### src/rtl/gate_pkg.sv
package gate_pkg;
  localparam logic [31:0] INIT_KEY = 32'hA5EB_1357;
  localparam logic [15:0] WIN_KEY  = 16'hA965;
  localparam logic [31:0] INIT_OFS = 32'h0000_0000;
  localparam logic [31:0] ACC_OFS  = 32'h0000_0004;
  localparam int          ACT_BIT  = 0;
  localparam int          WEN_BIT  = 16;
  localparam int          BUSY_BIT = 24;

  typedef struct packed {
    logic init_wr;
    logic acc_wr;
    logic prot_wr;
  } bus_dec_t;
endpackage

### src/rtl/gate_activation.sv
module gate_activation (
  input  logic clk_i,
  input  logic rst_ni,
  input  logic init_wr_i,
  input  logic key_ok_i,
  output logic active_o
);
  logic active_q;

  always_ff @(posedge clk_i or negedge rst_ni) begin
    if (!rst_ni)                    active_q <= 1'b0;
    else if (init_wr_i && key_ok_i) active_q <= 1'b1;
  end

  assign active_o = active_q;

  a_r2_sticky: assert property (@(posedge clk_i) disable iff (!rst_ni)
    active_q |=> active_q);
  a_r2_rise_needs_key: assert property (@(posedge clk_i) disable iff (!rst_ni)
    $rose(active_q) |-> $past(init_wr_i && key_ok_i));
endmodule

### src/rtl/gate_window.sv
module gate_window #(
  parameter int WIN_SLOW = 1024
) (
  input  logic clk_i,
  input  logic rst_ni,
  input  logic acc_wr_i,
  input  logic key_ok_i,
  input  logic slow_en_i,
  output logic open_o
);
  localparam int CW = $clog2(WIN_SLOW + 1);
  localparam logic [CW-1:0] LAST = CW'(WIN_SLOW - 1);

  logic          open_q;
  logic [CW-1:0] cnt_q;

  always_ff @(posedge clk_i or negedge rst_ni) begin
    if (!rst_ni) begin
      open_q <= 1'b0;
      cnt_q  <= '0;
    end else if (acc_wr_i) begin
      open_q <= key_ok_i;   // key restarts, anything else closes
      cnt_q  <= '0;
    end else if (open_q && slow_en_i) begin
      if (cnt_q == LAST) begin
        open_q <= 1'b0;
        cnt_q  <= '0;
      end else begin
        cnt_q <= cnt_q + 1'b1;
      end
    end
  end

  assign open_o = open_q;

  a_r4_key_opens: assert property (@(posedge clk_i) disable iff (!rst_ni)
    (acc_wr_i && key_ok_i) |=> open_q);
  a_r6_bad_key_closes: assert property (@(posedge clk_i) disable iff (!rst_ni)
    (acc_wr_i && !key_ok_i) |=> !open_q);
  a_r5_cnt_bound: assert property (@(posedge clk_i) disable iff (!rst_ni)
    cnt_q <= LAST);
  a_r5_hold_no_pulse: assert property (@(posedge clk_i) disable iff (!rst_ni)
    (open_q && !acc_wr_i && !slow_en_i) |=> (open_q && $stable(cnt_q)));
endmodule

### src/rtl/gate_rate_limiter.sv
module gate_rate_limiter #(
  parameter int RATE_WIN = 1120,
  parameter int RATE_MAX = 6
) (
  input  logic clk_i,
  input  logic rst_ni,
  input  logic wr_i,
  output logic busy_o
);
  localparam int NW = $clog2(RATE_WIN + 1);

  logic [RATE_WIN-1:0] hist_q;
  logic [NW-1:0]       cnt_q;
  logic [NW-1:0]       cnt_d;

  // one history bit per cycle; count tracks ones inside the window
  always_comb begin
    cnt_d = cnt_q;
    if (wr_i && !hist_q[RATE_WIN-1])      cnt_d = cnt_q + 1'b1;
    else if (!wr_i && hist_q[RATE_WIN-1]) cnt_d = cnt_q - 1'b1;
  end

  always_ff @(posedge clk_i or negedge rst_ni) begin
    if (!rst_ni) begin
      hist_q <= '0;
      cnt_q  <= '0;
    end else begin
      hist_q <= {hist_q[RATE_WIN-2:0], wr_i};
      cnt_q  <= cnt_d;
    end
  end

  assign busy_o = (cnt_q > NW'(RATE_MAX));

  a_r7_cnt_bound: assert property (@(posedge clk_i) disable iff (!rst_ni)
    cnt_q <= NW'(RATE_WIN));
  a_r7_rise_on_write: assert property (@(posedge clk_i) disable iff (!rst_ni)
    $rose(busy_o) |-> $past(wr_i));
  a_r7_idle_no_rise: assert property (@(posedge clk_i) disable iff (!rst_ni)
    !wr_i |=> !$rose(busy_o));
endmodule

### src/rtl/rtc_access_gate.sv
module rtc_access_gate
  import gate_pkg::*;
#(
  parameter int ADDR_W   = 9,
  parameter int WIN_SLOW = 1024,
  parameter int RATE_WIN = 1120,
  parameter int RATE_MAX = 6
) (
  input  logic              clk_i,
  input  logic              rst_ni,
  input  logic              slow_en_i,
  input  logic [ADDR_W-1:0] addr_i,
  input  logic [31:0]       wdata_i,
  input  logic              wr_i,
  input  logic              rd_i,
  output logic [31:0]       rdata_o,
  output logic              active_o,
  output logic              win_open_o,
  output logic              busy_o,
  output logic              prot_we_o
);
  bus_dec_t dec;
  logic     hit_init, hit_acc;
  logic     active, win_raw, busy;

  assign hit_init = (addr_i == INIT_OFS[ADDR_W-1:0]);
  assign hit_acc  = (addr_i == ACC_OFS[ADDR_W-1:0]);

  assign dec.init_wr = wr_i && hit_init;
  assign dec.acc_wr  = wr_i && hit_acc;
  assign dec.prot_wr = wr_i && !hit_init && !hit_acc;

  gate_activation i_act (
    .clk_i     (clk_i),
    .rst_ni    (rst_ni),
    .init_wr_i (dec.init_wr),
    .key_ok_i  (wdata_i == INIT_KEY),
    .active_o  (active)
  );

  gate_window #(.WIN_SLOW(WIN_SLOW)) i_win (
    .clk_i     (clk_i),
    .rst_ni    (rst_ni),
    .acc_wr_i  (dec.acc_wr),
    .key_ok_i  (wdata_i[15:0] == WIN_KEY),
    .slow_en_i (slow_en_i),
    .open_o    (win_raw)
  );

  gate_rate_limiter #(.RATE_WIN(RATE_WIN), .RATE_MAX(RATE_MAX)) i_rate (
    .clk_i  (clk_i),
    .rst_ni (rst_ni),
    .wr_i   (wr_i),
    .busy_o (busy)
  );

  assign active_o   = active;
  assign busy_o     = busy;
  assign win_open_o = win_raw && !busy;
  assign prot_we_o  = dec.prot_wr && active && win_raw && !busy;

  always_comb begin
    rdata_o = '0;
    if (rd_i && hit_init) begin
      rdata_o[ACT_BIT] = active;
    end else if (rd_i && hit_acc) begin
      rdata_o[WEN_BIT]  = win_raw && !busy;
      rdata_o[BUSY_BIT] = busy;
    end
  end

  a_r9_we_gated: assert property (@(posedge clk_i) disable iff (!rst_ni)
    prot_we_o |-> (active_o && win_open_o && !busy_o && wr_i));
  a_r8_mask: assert property (@(posedge clk_i) disable iff (!rst_ni)
    busy_o |-> !win_open_o);
  a_r9_keys_not_forwarded: assert property (@(posedge clk_i) disable iff (!rst_ni)
    (hit_init || hit_acc) |-> !prot_we_o);
endmodule

### config.mk
export PLATFORM = sky130hd
export DESIGN_NAME = rtc_access_gate
export DESIGN_NICKNAME = d
export VERILOG_FILES = /design/src/rtl/gate_pkg.sv /design/src/rtl/gate_activation.sv /design/src/rtl/gate_window.sv /design/src/rtl/gate_rate_limiter.sv /design/src/rtl/rtc_access_gate.sv
export SDC_FILE = /design/constraint.sdc
export NUM_CORES = 1
export LEC_CHECK = 0
export BUFFER_PORTS_ARGS = -buffer_cell sky130_fd_sc_hd__buf_2
export CORE_ASPECT_RATIO = 1.4
export CORE_UTILIZATION = 26
export CTS_CLUSTER_DIAMETER = 200
export DETAILED_ROUTE_END_ITERATION = 7
export GPL_ROUTABILITY_DRIVEN = 0
export PLACE_DENSITY = 0.46
export SYNTH_ARGS = -nofsm -noshare
export SYNTH_HDL_FRONTEND = slang
export SYNTH_SLANG_ARGS = --single-unit
### constraint.sdc
create_clock -name clk_i -period 2.55 [get_ports clk_i]
set_input_delay 0.255 -clock clk_i [delete_from_list [all_inputs] [get_ports clk_i]]
set_output_delay 0.255 -clock clk_i [all_outputs]
set_load 0.1 [all_outputs]
After elaboration in Yosys (flattened, before gate mapping)
Index checks and enable logic that the tools add are counted.
{"block": "totals", "regBits": 1144, "latch_bits": 0, "ramBits": 0, "rom_bits": 0, "inputBits": 46, "wordCells": 50, "n_memories": 0}
{"block": "op_classes", "n_addsub": 3, "n_mul": 0, "div_mod_pow": 0, "n_lt_le_gt_ge": 1, "n_eq_ne": 4, "n_shift": 0, "muxes": 13, "bitwise": 0, "reduce_logical": 24}
{"op": "11-bit two-way mux", "n": 5}
{"op": "32-bit equality test, second input constant", "n": 1}
{"op": "11-bit by 1-bit adder with 11-bit output, second input constant", "n": 2}
{"op": "16-bit equality test, second input constant", "n": 1}
{"op": "1-bit logical AND", "n": 14}
{"op": "11-bit by 10-bit equality test with 1-bit output, second input constant", "n": 1}
{"op": "11-bit by 3-bit > comparator with 1-bit output, second input constant", "n": 1}
{"op": "11-bit by 1-bit subtractor with 11-bit output, second input constant", "n": 1}
{"op": "9-bit by 3-bit equality test with 1-bit output, second input constant", "n": 1}
{"op": "9-bit zero test", "n": 1}
{"op": "1-bit two-way mux", "n": 8}
{"op": "2-bit nonzero test", "n": 3}
{"op": "1-bit zero test", "n": 5}
{"op": "2-bit AND reduction", "n": 1}

Depth between registers and ports, before layout
Gate-level depths: netlist of the first run.
{"block": "logic_depth", "ltp_word": 7, "depth_mapped": 10}

By module
A second synthesis of the first run with hierarchy kept.
{"block": "hier_totals", "hier_cells": 1353, "hier_area_um2": 30030.1}
{"mod": "gate_rate_limiter", "instances": 1, "cells_each": 1221, "area_each_um2": 28931.5, "seq_area_each_um2": 28302.1}
{"mod": "gate_window", "instances": 1, "cells_each": 71, "area_each_um2": 638.1, "seq_area_each_um2": 300.3}
{"mod": "rtc_access_gate", "instances": 1, "cells_each": 59, "area_each_um2": 427.9, "seq_area_each_um2": 0.0}
{"mod": "gate_activation", "instances": 1, "cells_each": 2, "area_each_um2": 32.5, "seq_area_each_um2": 25.0}

Worst setup path before layout of the first run
Ideal clock, no wire load.
{"block": "synth_timing", "path_kind": "register to output", "from": "register i_rate.cnt_q[6]", "to": "output port prot_we_o", "arrival_time_ns": 3.260, "required_time_ns": 2.295, "setup_slack_ns": -0.965, "stages_incl_launch_ff": 5, "n_path_buf": 0, "cell_sequence": "dfrtp_1 > or4_1 > nor2_1 > nand3_1 > nor3_1"}
{"block": "synth_between", "elab_chain_len": 3}
{"element": "start: declaration", "line_no": "gate_rate_limiter.sv:13", "text": "logic [NW-1:0] cnt_q;"}
{"element": "start signal: assignment", "line_no": "gate_rate_limiter.sv:29", "text": "cnt_q <= cnt_d;"}
{"element": "11-bit by 3-bit > comparator with 1-bit output", "line_no": "gate_rate_limiter.sv:33", "text": "assign busy_o = (cnt_q > NW'(RATE_MAX));"}
{"element": "1-bit zero test", "line_no": "rtc_access_gate.sv:60", "text": "assign prot_we_o = dec.prot_wr && active && win_raw && !busy;"}
{"element": "1-bit logical AND", "line_no": "rtc_access_gate.sv:60"}
{"element": "end: declaration", "line_no": "rtc_access_gate.sv:20", "text": "output logic prot_we_o"}
Every way passes these cells.

Final worst setup path of the first run
{"block": "layout_timing", "from": "register i_rate.cnt_q[5]", "to": "output port prot_we_o"}
Same word-level chain as after synthesis.

==> run metrics, run 1 <==
outcome=finished clean; Post-Syn Area=about 0.03 mm²; # diodes=0; clock root buffer=clkbuf_16; setup clock skew after layout=between 0.015 and 0.02 ns; Final nets=1593; worst hold path class=primary input to register; Layout area overhead=20.45%; first-pass GRT wire length=between 60000 and 70000 µm; Starting Density=26.17%; share of cells above drive strength 1=between 10% and 20%; Max Cap Viol=0; Final ANT Viol Nets=0; Clock transition at path regs=around 0.06 ns; fin cells=3110; Max Fclk=slightly below 400 MHz; Final setup viols=0; clock buffer depth=3; Setup WS pre-CTS=-0.05555 ns; Routed wire per std cell=roughly 12 µm; routed via count=around 11000; Worst setup EP type=output pin; CP Max Fanout=3; worst slew pin tran=around 0.75 ns; Tot GR Track Use=approximately 7%; Core Region=~0.11 mm²; Final Hold Vio Count=0; Global Route met2 Usage=9.368%; Setup WS post-layout=0.02367 ns; Post-Place Cell Area=around 0.032 mm²; initial antenna violation count=0; CP Launch Type=register; CTS tree=built; First-pass DRT Iterations=4; Leak=between 0.015 and 0.02 µW; Filler cells=between 10000 and 15000; min cycle time layout=between 2 and 3 ns; I/O pin total=82; Final Max Slew Viols=0; Core Rows=147; PD cells=a little under 1000 mW/mm²; GRT overflow=0; Placed Cells=2909; Synth cell types=47; Rel. slew slack=between 40% and 50%; cell area after layout=0.03612 mm²; count of input and output buffers=52; DIE AREA=between 0.1 and 0.15 mm²; vias in the first global route=12320; Syn Inst Count=1341; CP arrival=~2.3 ns; worst vdd ir=0.5644 mV; CP Data Required Time=2.30 ns; Die Wd=~290 µm; synth warn=0; register area share after synthesis=between 90% and 100%; Synth Flop Type=dfrtp_1; Seq cells post-synth=approximately 1100; M3 GR Usage=2.114%; Worst Setup Path Type=register to output pin; clk sink count=1144; M1 GR Usage=9.755%; mean area per synthesized cell=~22 µm²; largest net degree at the start of global routing=98; DR vias/cell=about 3.5; number of synthesized flops with an enable pin=0; busiest metal layer after global routing=met1; CTS H-tree lvls=3; Worst-Skew Late Latency=0.67 ns; DR DRC count=0; HPWL after DPL=between 15000 and 20000 µm; Routed WL=approximately 37000 µm; die height=403.9 µm; Final Cycle Share=about 99%; TritonCTS Buffers=100; DR iter-0 viols=519; RSZ-0062 raised after global routing=true; FFs w/ async S/R, synth=100.0%
## stage by stage
stage          hold WS, ns  total power [µW]  setup TNS [ns]  utilization, %
2_1_floorplan     -0.04059             19470         -0.1934               -
3_3_place_gp        0.3333             19940               0           28.26
3_5_place_dp        0.3347             20060        -0.08977           28.26
4_1_cts          0.0001067             36070        -0.06058           31.49
5_1_grt            0.02687             37020         -0.1420           31.53
6_report           0.06971             35430               0           31.53
## routing by layer
metal | vias up | share of wire (%) | routed length [µm]
met1 | 5868 | 49 | 18120
met4 | 0 | 3.5 | 1305
met3 | 118 | 5.4 | 2002
li1 | 4595 | - | -
met5 | - | 0 | 0
met2 | 232 | 42 | 15380
## cell usage in the layout, fill, tap and decap left out, types with 3 or more instances in the layout
master            n
bufinv_16        10
clkbuf_16       101
buf_12           13
inv_1             5
xor2_1            5
conb_1           29
nand4_1           4
buf_2            47
clkbuf_1         21
buf_4            27
nor2_1           14
nand2_1          21
inv_6             5
clkbuf_8         27
dfrtp_1        1144
dlygate4sd3_1     8
or4_4             4
xnor2_1           8
a21o_1            6
clkinv_2         15
a21oi_1           9
o21ai_0          11
ha_1             11
nor3_1            6
nand3_1          11
o21a_1            3
## critical path, cell delays in order, from the launching register on
cell     delay [ns]
dfrtp_1        0.40
or4_4          0.55
nor2_4         0.18
nand3_4        0.11
nor3_4         0.17
buf_12         0.20
## state kept, by name, summed over array words and instances (netlist names)
name and cells:
i_rate.hist_q 1120, i_rate.cnt_q 11, i_win.cnt_q 11, i_act.active_o 1
i_win.open_o 1
## where the power goes
group	leakage, µW	total, µW	switching [µW]	internal, µW
clock network	0.00174	15600	6410	9160
registers	0.0159	18400	97.1	18300
logic	0.00103	1480	989	487
## worst paths after layout
kind,from,endpoint,slack (ns),depth (start not counted)
min in group asynchronous,rst_ni,i_rate.hist_q[657]$_DFF_PN0_,0.23,2
max in group asynchronous,rst_ni,i_rate.hist_q[309]$_DFF_PN0_,1.31,3
hold reg to reg,i_rate.hist_q[136]$_DFF_PN0_,i_rate.hist_q[137]$_DFF_PN0_,0.33,0
hold / removal,wdata_i[27],i_act.active_o$_DFFE_PN0P_,0.07,4
setup / recovery,i_rate.cnt_q[5]$_DFFE_PN0P_,prot_we_o,0.02,5
setup reg to reg,i_rate.hist_q[1119]$_DFF_PN0_,i_rate.cnt_q[8]$_DFFE_PN0P_,0.16,11
## cells by family (layout without fill, tap and decap cells)
kind of cell	after synthesis	after routing	share of synthesized area, %
flops	1144	1144	95.45
simple gates	87	87	1.698
compound gates	44	44	1.022
buf+inv	38	289	0.8385
xor+xnor	13	13	0.3796
fa+ha+maj	12	12	0.5257
mux	2	2	0.07092
other cells	1	29	0.01250
## final cells by class
type / count / area [µm²] / share of cell area, %
multi-input cells: 187 / 1289 / 3.567
inverters: 6 / 25.02 / 0.06927
clock buffers: 149 / 2978 / 8.243
repair buffers: 96 / 793.3 / 2.196
flip-flops and latches: 1144 / 28630 / 79.25
clock inverters: 38 / 548.0 / 1.517
well taps: 1490 / 1864 / 5.161
## synth_stat cells (all sizes together) (3+ instances only)
master	number	area [µm²]
ha	11	137.6
clkbuf	3	11.26
a21oi	11	55.05
nor2	18	86.34
xnor2	8	70.07
o21ai	11	55.05
nor3	7	35.03
o21a	3	22.52
nand4	4	25.02
nand2	21	78.83
nor4bb	3	30.03
inv	6	22.52
dfrtp	1144	28630
o31ai	3	22.52
xor2	5	43.79
or4	6	52.55
buf	29	217.7
a21o	6	45.04
nand3	13	77.58
## timing repair
action                                 CTS  global route
setup endpoints to repair                7             7
resized for setup                       14            11
endpoints found under the hold margin   51             0
buffers inserted                         4             2
hold buffers                             9             0
pin swaps                                2             1
Power figures use the tool's default switching activity.
==> run 2, diff against run 1 <==
- REMOVE_ABC_BUFFERS: not set -> 1
==> run 2 against run 1 <==
The run now ends with design-rule violations left. Utilization barely moved. Critical path depth did not move. Via count fell by 0.28%. Sequential power barely moved. Critical endpoint unchanged.
==> run metrics, run 2 (same netlist as run 1, synthesis figures left out) <==
Worst setup EP type=output pin; largest net degree at the start of global routing=109 (+11%); Layout area overhead=20.28%; failing checks=design-rule violations; clock buffer depth=3 (unchanged); RSZ-0062 raised after global routing=true; Rel. slew slack=60.12% (+10 points); HPWL after DPL=16550 µm (+3.0%); Routed wire per std cell=12.10 µm (+2.2%); Clock transition at path regs=0.07 ns (about the same); Filler cells=10840 (-0.13%); min cycle time layout=2.523 ns (-0.002864 ns); final setup TNS=0 ns (unchanged); Final Max Slew Viols=0 (unchanged); DR iter-0 viols=676 (+30%); CP peak stage delay=0.53 ns (-0.02 ns); Core Rows=147 (unchanged); GRT overflow=0 (unchanged); Hold Worst Slack=0.02112 ns (-0.04859 ns); largest registers=i_rate.hist_q: 1120 flops, i_rate.cnt_q: 11 flops, i_win.cnt_q: 11 flops; slowest CP cell=or4_4; I/O pin total=82 (unchanged); Worst Setup Path Type=register to output pin; Starting Density=26.17% (unchanged); Final ANT Viol Nets=0 (unchanged); CP Launch Type=register; Routed WL=37560 µm (+2.0%); worst path bufs/invs=1 (unchanged); DR DRC count=1 (+1); Final nets=1590 (-0.19%); CP arrival=2.27 ns (about the same); Final Cycle Share=98.96% (-0.11 points); die height=403.9 µm (unchanged); worst hold path class=primary input to register; CP Data Required Time=2.30 ns (about the same); Top reg by flops=i_rate.hist_q; Max Cap Viol=0 (unchanged); setup clock skew after layout=0.01963 ns (-0.0003536 ns); Worst-Skew Late Latency=0.67 ns (about the same); kind of cell adding the most delay to the critical path=simple AND/OR/NAND/NOR gates; TritonCTS Buffers=102 (+2.0%); worst slew pin tran=0.5982 ns (-0.1529 ns); First-pass DRT Iterations=6 (+2); CTS H-tree lvls=3 (unchanged); Leak=0.01859 µW (-0.16%); Core Region=0.1146 mm² (unchanged); DIE AREA=0.1167 mm² (unchanged); Max Fclk=396.3 MHz (+0.11%); Tot GR Track Use=7.003% (+0.17 points); Cell Chain, Critical Path=or4_4 -> nor2_4 -> nand3_4 -> nor3_4 -> buf_12; number of flip-flops in the largest register=1120 (unchanged); CP Max Fanout=3 (unchanged); first-pass GRT wire length=66930 µm (+2.5%); most frequent cells in the layout=dfrtp_1 (1144), clkbuf_16 (102), buf_2 (47); count of input and output buffers=52 (unchanged); Die Wd=289.0 µm (unchanged); initial antenna violation count=0 (unchanged); Final Hold Vio Count=0 (unchanged); clk sink count=1144 (unchanged); Final setup viols=0 (unchanged); share of cells above drive strength 1=16.28% (-0.81 points); routed via count=10780 (-0.28%); worst vdd ir=0.5269 mV (-6.6%); most common cell after layout, fill and taps aside=dfrtp_1; vias in the first global route=12590 (+2.2%); PD cells=981.3 mW/mm² (about the same); clock root buffer=clkbuf_16; CTS tree=built; outcome=finished with violations; DR vias/cell=3.473 (-0.12%); # diodes=0 (unchanged)
-- run 2: cell types whose count changed in the layout (fill, tap and decap cells not counted), moves of 3 or more --
cell,previous run,this run
buf_4,27,18
clkbuf_8,27,20
clkbuf_1,21,24
clkinv_2,15,18
-- run 2: power by group --
group | internal [µW] | leakage, µW | switching, µW | total, µW
logic | 452 | 0.00101 | 947 | 1400
clock network | 9220 | 0.00173 | 6410 | 15600
registers | 18300 | 0.0159 | 91.8 | 18400
-- run 2: stage by stage --
stage / worst slack [ns] / total power (µW) / instances / utilization (%) / instance area, µm²
6_report: 0.02653 / 35400 / 3105 / 31.48 / 36070
5_1_grt: -0.07746 / 37030 / 3105 / 31.48 / 36070
4_1_cts: -0.02220 / 36150 / 3106 / 31.44 / 36030
3_5_place_dp: 0.01476 / 20050 / 2905 / 28.24 / 32360
3_3_place_gp: 0.1339 / 19960 / 2905 / 28.24 / 32360
2_1_floorplan: -0.9646 / 19440 / 1337 / - / 29870
-- run 2: per-layer routing --
metal | track usage [%] | part of all wire [%]
met1 | 9.983 | 49
met2 | 9.674 | 43
met3 | 2.035 | 4.5
met4 | 3.490 | 3.1
met5 | 0 | 0
-- run 2: worst reg2reg max path: cells and delay by family (launching register included) --
kind / cells / cell delay (ns)
AO/OA/AOI/OAI: 5 / 0.88
adder cells (fa/ha/maj): 2 / 0.57
flip-flops: 1 / 0.37
buffers and inverters: 3 / 0.32
AND/OR/NAND/NOR: 1 / 0.14
-- run 2: repair_timing --
action	in CTS	in global routing
setup endpoints to repair	5	10
hold buffers	10	0
setup buffers	4	0
gates resized for setup	11	15
endpoints found under the hold margin	845	0
pin swaps	3	0
-- run 2: path summary, 6_finish.rpt --
check                                              start                      endpoint  slack (ns)  cells after the start
min                                          wdata_i[10]    i_act.active_o$_DFFE_PN0P_        0.02                      3
max in group asynchronous                         rst_ni  i_rate.hist_q[248]$_DFF_PN0_        1.43                      4
min in group asynchronous                         rst_ni  i_rate.hist_q[487]$_DFF_PN0_        0.11                      2
max reg2reg                i_rate.hist_q[1119]$_DFF_PN0_   i_rate.cnt_q[8]$_DFFE_PN0P_        0.18                     11
min reg2reg                 i_rate.hist_q[661]$_DFF_PN0_  i_rate.hist_q[662]$_DFF_PN0_        0.34                      0
max                         i_rate.cnt_q[10]$_DFFE_PN0P_                     prot_we_o        0.03                      5
-- run 2: layout make-up --
| cell class | instances | area [µm²] | area share, % |
|---|---|---|---|
| Clock buffer | 146 | 2918 | 8.089 |
| Clock inverter | 41 | 583.1 | 1.616 |
| Inverter | 6 | 22.52 | 0.06243 |
| Multi-Input combinational cell | 187 | 1267 | 3.514 |
| Sequential cell | 1144 | 28630 | 79.36 |
| Tap cell | 1490 | 1864 | 5.168 |
| Timing Repair Buffer | 91 | 790.8 | 2.192 |
==> run 3, diff against run 2 <==
- CTS_BUF_LIST: not set -> sky130_fd_sc_hd__clkbuf_16
- SLEW_MARGIN: not set -> 20
==> run 3 against run 2 <==
Utilization is 0.20 points lower. Register-to-register slack hardly changed. Cell count hardly changed. The flow still finishes with violations (design-rule violations). Total power is 2.0% lower. Global-route usage hardly changed. Clock-buffer cell count is 44 lower. Maximum frequency is 0.24% higher. Sequential cell count stayed put. Clock power is 4% lower. Clock skew is 0.0025 ns lower.
==> run metrics, run 3 (same netlist as run 1, synthesis figures left out) <==
min cycle time layout=2.517 ns (-0.005978 ns); Placed Cells=2905 (unchanged); count of input and output buffers=52 (unchanged); DR vias/cell=3.479 (+0.18%); First-pass DRT Iterations=6 (unchanged); most frequent cells in the layout=dfrtp_1 (1144), clkbuf_16 (102), buf_2 (47); Worst Setup Path Type=register to output pin; cell area after layout=0.03584 mm² (-0.64%); worst hold path class=primary input to register; Layout area overhead=19.51%; Filler cells=10870 (+0.27%); number of flip-flops in the largest register=1120 (unchanged); GRT overflow=0 (unchanged); hold path depth=3 (unchanged); die height=403.9 µm (unchanged); share of cells above drive strength 1=15.07% (-1.2 points); Die Wd=289.0 µm (unchanged); HPWL after DPL=16550 µm (unchanged); Routed WL=37560 µm (about the same); Final setup viols=0 (unchanged); fin cells=3102 (-0.097%); CP Data Required Time=2.30 ns (about the same); setup clock skew after layout=0.01708 ns (-0.002545 ns); Final nets=1587 (-0.19%); Post-Place Cell Area=0.03236 mm² (unchanged); worst vdd ir=0.5278 mV (+0.16%); Routed wire per std cell=12.11 µm (about the same); PD cells=967.6 mW/mm² (-1.4%); Leak=0.01857 µW (-0.14%); failing checks=design-rule violations; Clock transition at path regs=0.07 ns (about the same); RSZ-0062 raised after global routing=true; Final Cycle Share=98.73% (-0.23 points); DIE AREA=0.1167 mm² (unchanged); I/O pin total=82 (unchanged); most common cell after layout, fill and taps aside=dfrtp_1; Starting Density=26.17% (unchanged); Pwr Total=34680 µW (-2.0%); largest registers=i_rate.hist_q: 1120 flops, i_rate.cnt_q: 11 flops, i_win.cnt_q: 11 flops; clock root buffer=clkbuf_16; Max Cap Viol=0 (unchanged); CTS tree=built; # diodes=0 (unchanged); outcome=finished with violations; clock buffer depth=3 (unchanged); register cell area after layout=0.02863 mm² (unchanged); first-pass GRT wire length=66810 µm (-0.19%); Tot GR Track Use=6.985% (-0.018 points); Final Hold Vio Count=0 (unchanged); CP Max Fanout=3 (unchanged); Max Fclk=397.2 MHz (+0.24%); TritonCTS Buffers=102 (unchanged); Worst setup EP type=output pin; routed via count=10790 (+0.083%); DR iter-0 viols=618 (-8.6%); largest net degree at the start of global routing=109 (unchanged); Final ANT Viol Nets=0 (unchanged); multi-input logic area=0.001267 mm² (unchanged); worst slew pin tran=0.5957 ns (-0.002554 ns); Core Rows=147 (unchanged); initial antenna violation count=0 (unchanged); Top reg by flops=i_rate.hist_q; Rel. slew slack=60.29% (+0.17 points); cells on worst reg2reg path=11 (unchanged); CP Launch Type=register; Core Region=0.1146 mm² (unchanged); vias in the first global route=12570 (-0.12%); Final Max Slew Viols=0 (unchanged); Worst-Skew Late Latency=0.66 ns (about the same); clk sink count=1144 (unchanged); CTS H-tree lvls=3 (unchanged); CP arrival=2.26 ns (about the same); DR DRC count=1 (unchanged)
-- run 3: changes by cell type in the layout (fill, tap and decap cells not counted), sizes merged --
cell / change
clkinv: +20
clkbuf: -44
inv: +24
dlygate4sd3: -3
-- run 3: worst max-delay path: stages, from the launching register on --
cell and delay, ns:
dfrtp_1 0.40, or4_4 0.53, nor2_4 0.16, nand3_4 0.12, nor3_4 0.19, buf_12 0.20
-- run 3: timing repair --
action / 4_1_cts / 5_1_grt
endpoints found under the setup margin: 5 / 10
gates resized for setup: 11 / 15
buffers inserted: 4 / 0
hold endpoints to repair: 821 / 0
hold buffers: 7 / 0
pin swaps: 3 / 0
-- run 3: cell type report --
type | count | share of cell area, %
clock buffer | 102 | 7.121
timing repair buffer | 88 | 2.122
inverter | 6 | 0.06283
tap | 1490 | 5.201
multi-input combinational | 187 | 3.536
clock inverter | 85 | 2.087
sequential | 1144 | 79.87
-- run 3: per-layer routing --
layer | vias up | part of all wire, % | routed length, µm | track usage [%]
met3 | 93 | 4.6 | 1728 | 1.967
li1 | 4592 | - | - | -
met4 | 0 | 3.2 | 1218 | 3.555
met2 | 195 | 43 | 16040 | 9.607
met5 | - | 0 | 0 | 0
met1 | 5912 | 49 | 18580 | 10.01
-- run 3: path summary, 6_finish.rpt --
check / startpoint / endpoint / slack [ns]
worst max-delay path: i_rate.cnt_q[10]$_DFFE_PN0P_ / prot_we_o / 0.03
worst min-delay path: wdata_i[10] / i_act.active_o$_DFFE_PN0P_ / 0.02
worst max register to register: i_rate.hist_q[1119]$_DFF_PN0_ / i_rate.cnt_q[8]$_DFFE_PN0P_ / 0.18
worst min register to register: i_rate.hist_q[684]$_DFF_PN0_ / i_rate.hist_q[685]$_DFF_PN0_ / 0.34
max in group asynchronous: rst_ni / i_rate.hist_q[248]$_DFF_PN0_ / 1.43
min in group asynchronous: rst_ni / i_rate.hist_q[487]$_DFF_PN0_ / 0.12
-- run 3: where the power goes --
group          total, µW  internal, µW  switching, µW
Combinational       1400           451            949
Sequential         18400         18300           92.4
Clock              14900          8520           6390
Total              34700         27200           7430
-- run 3: metrics by stage --
stage / hold WS, ns / utilization (%) / setup WS (ns) / TNS [ns]
after detailed placement: 0.1949 / 28.24 / 0.01476 / 0
after global placement: 0.1957 / 28.24 / 0.1339 / 0
after CTS: 0.001460 / 31.24 / -0.01173 / -0.02074
after global routing: 0.006695 / 31.28 / -0.07298 / -0.1049
after floorplan: -0.04059 / - / -0.9646 / -1.374
final: 0.02268 / 31.28 / 0.03251 / 0
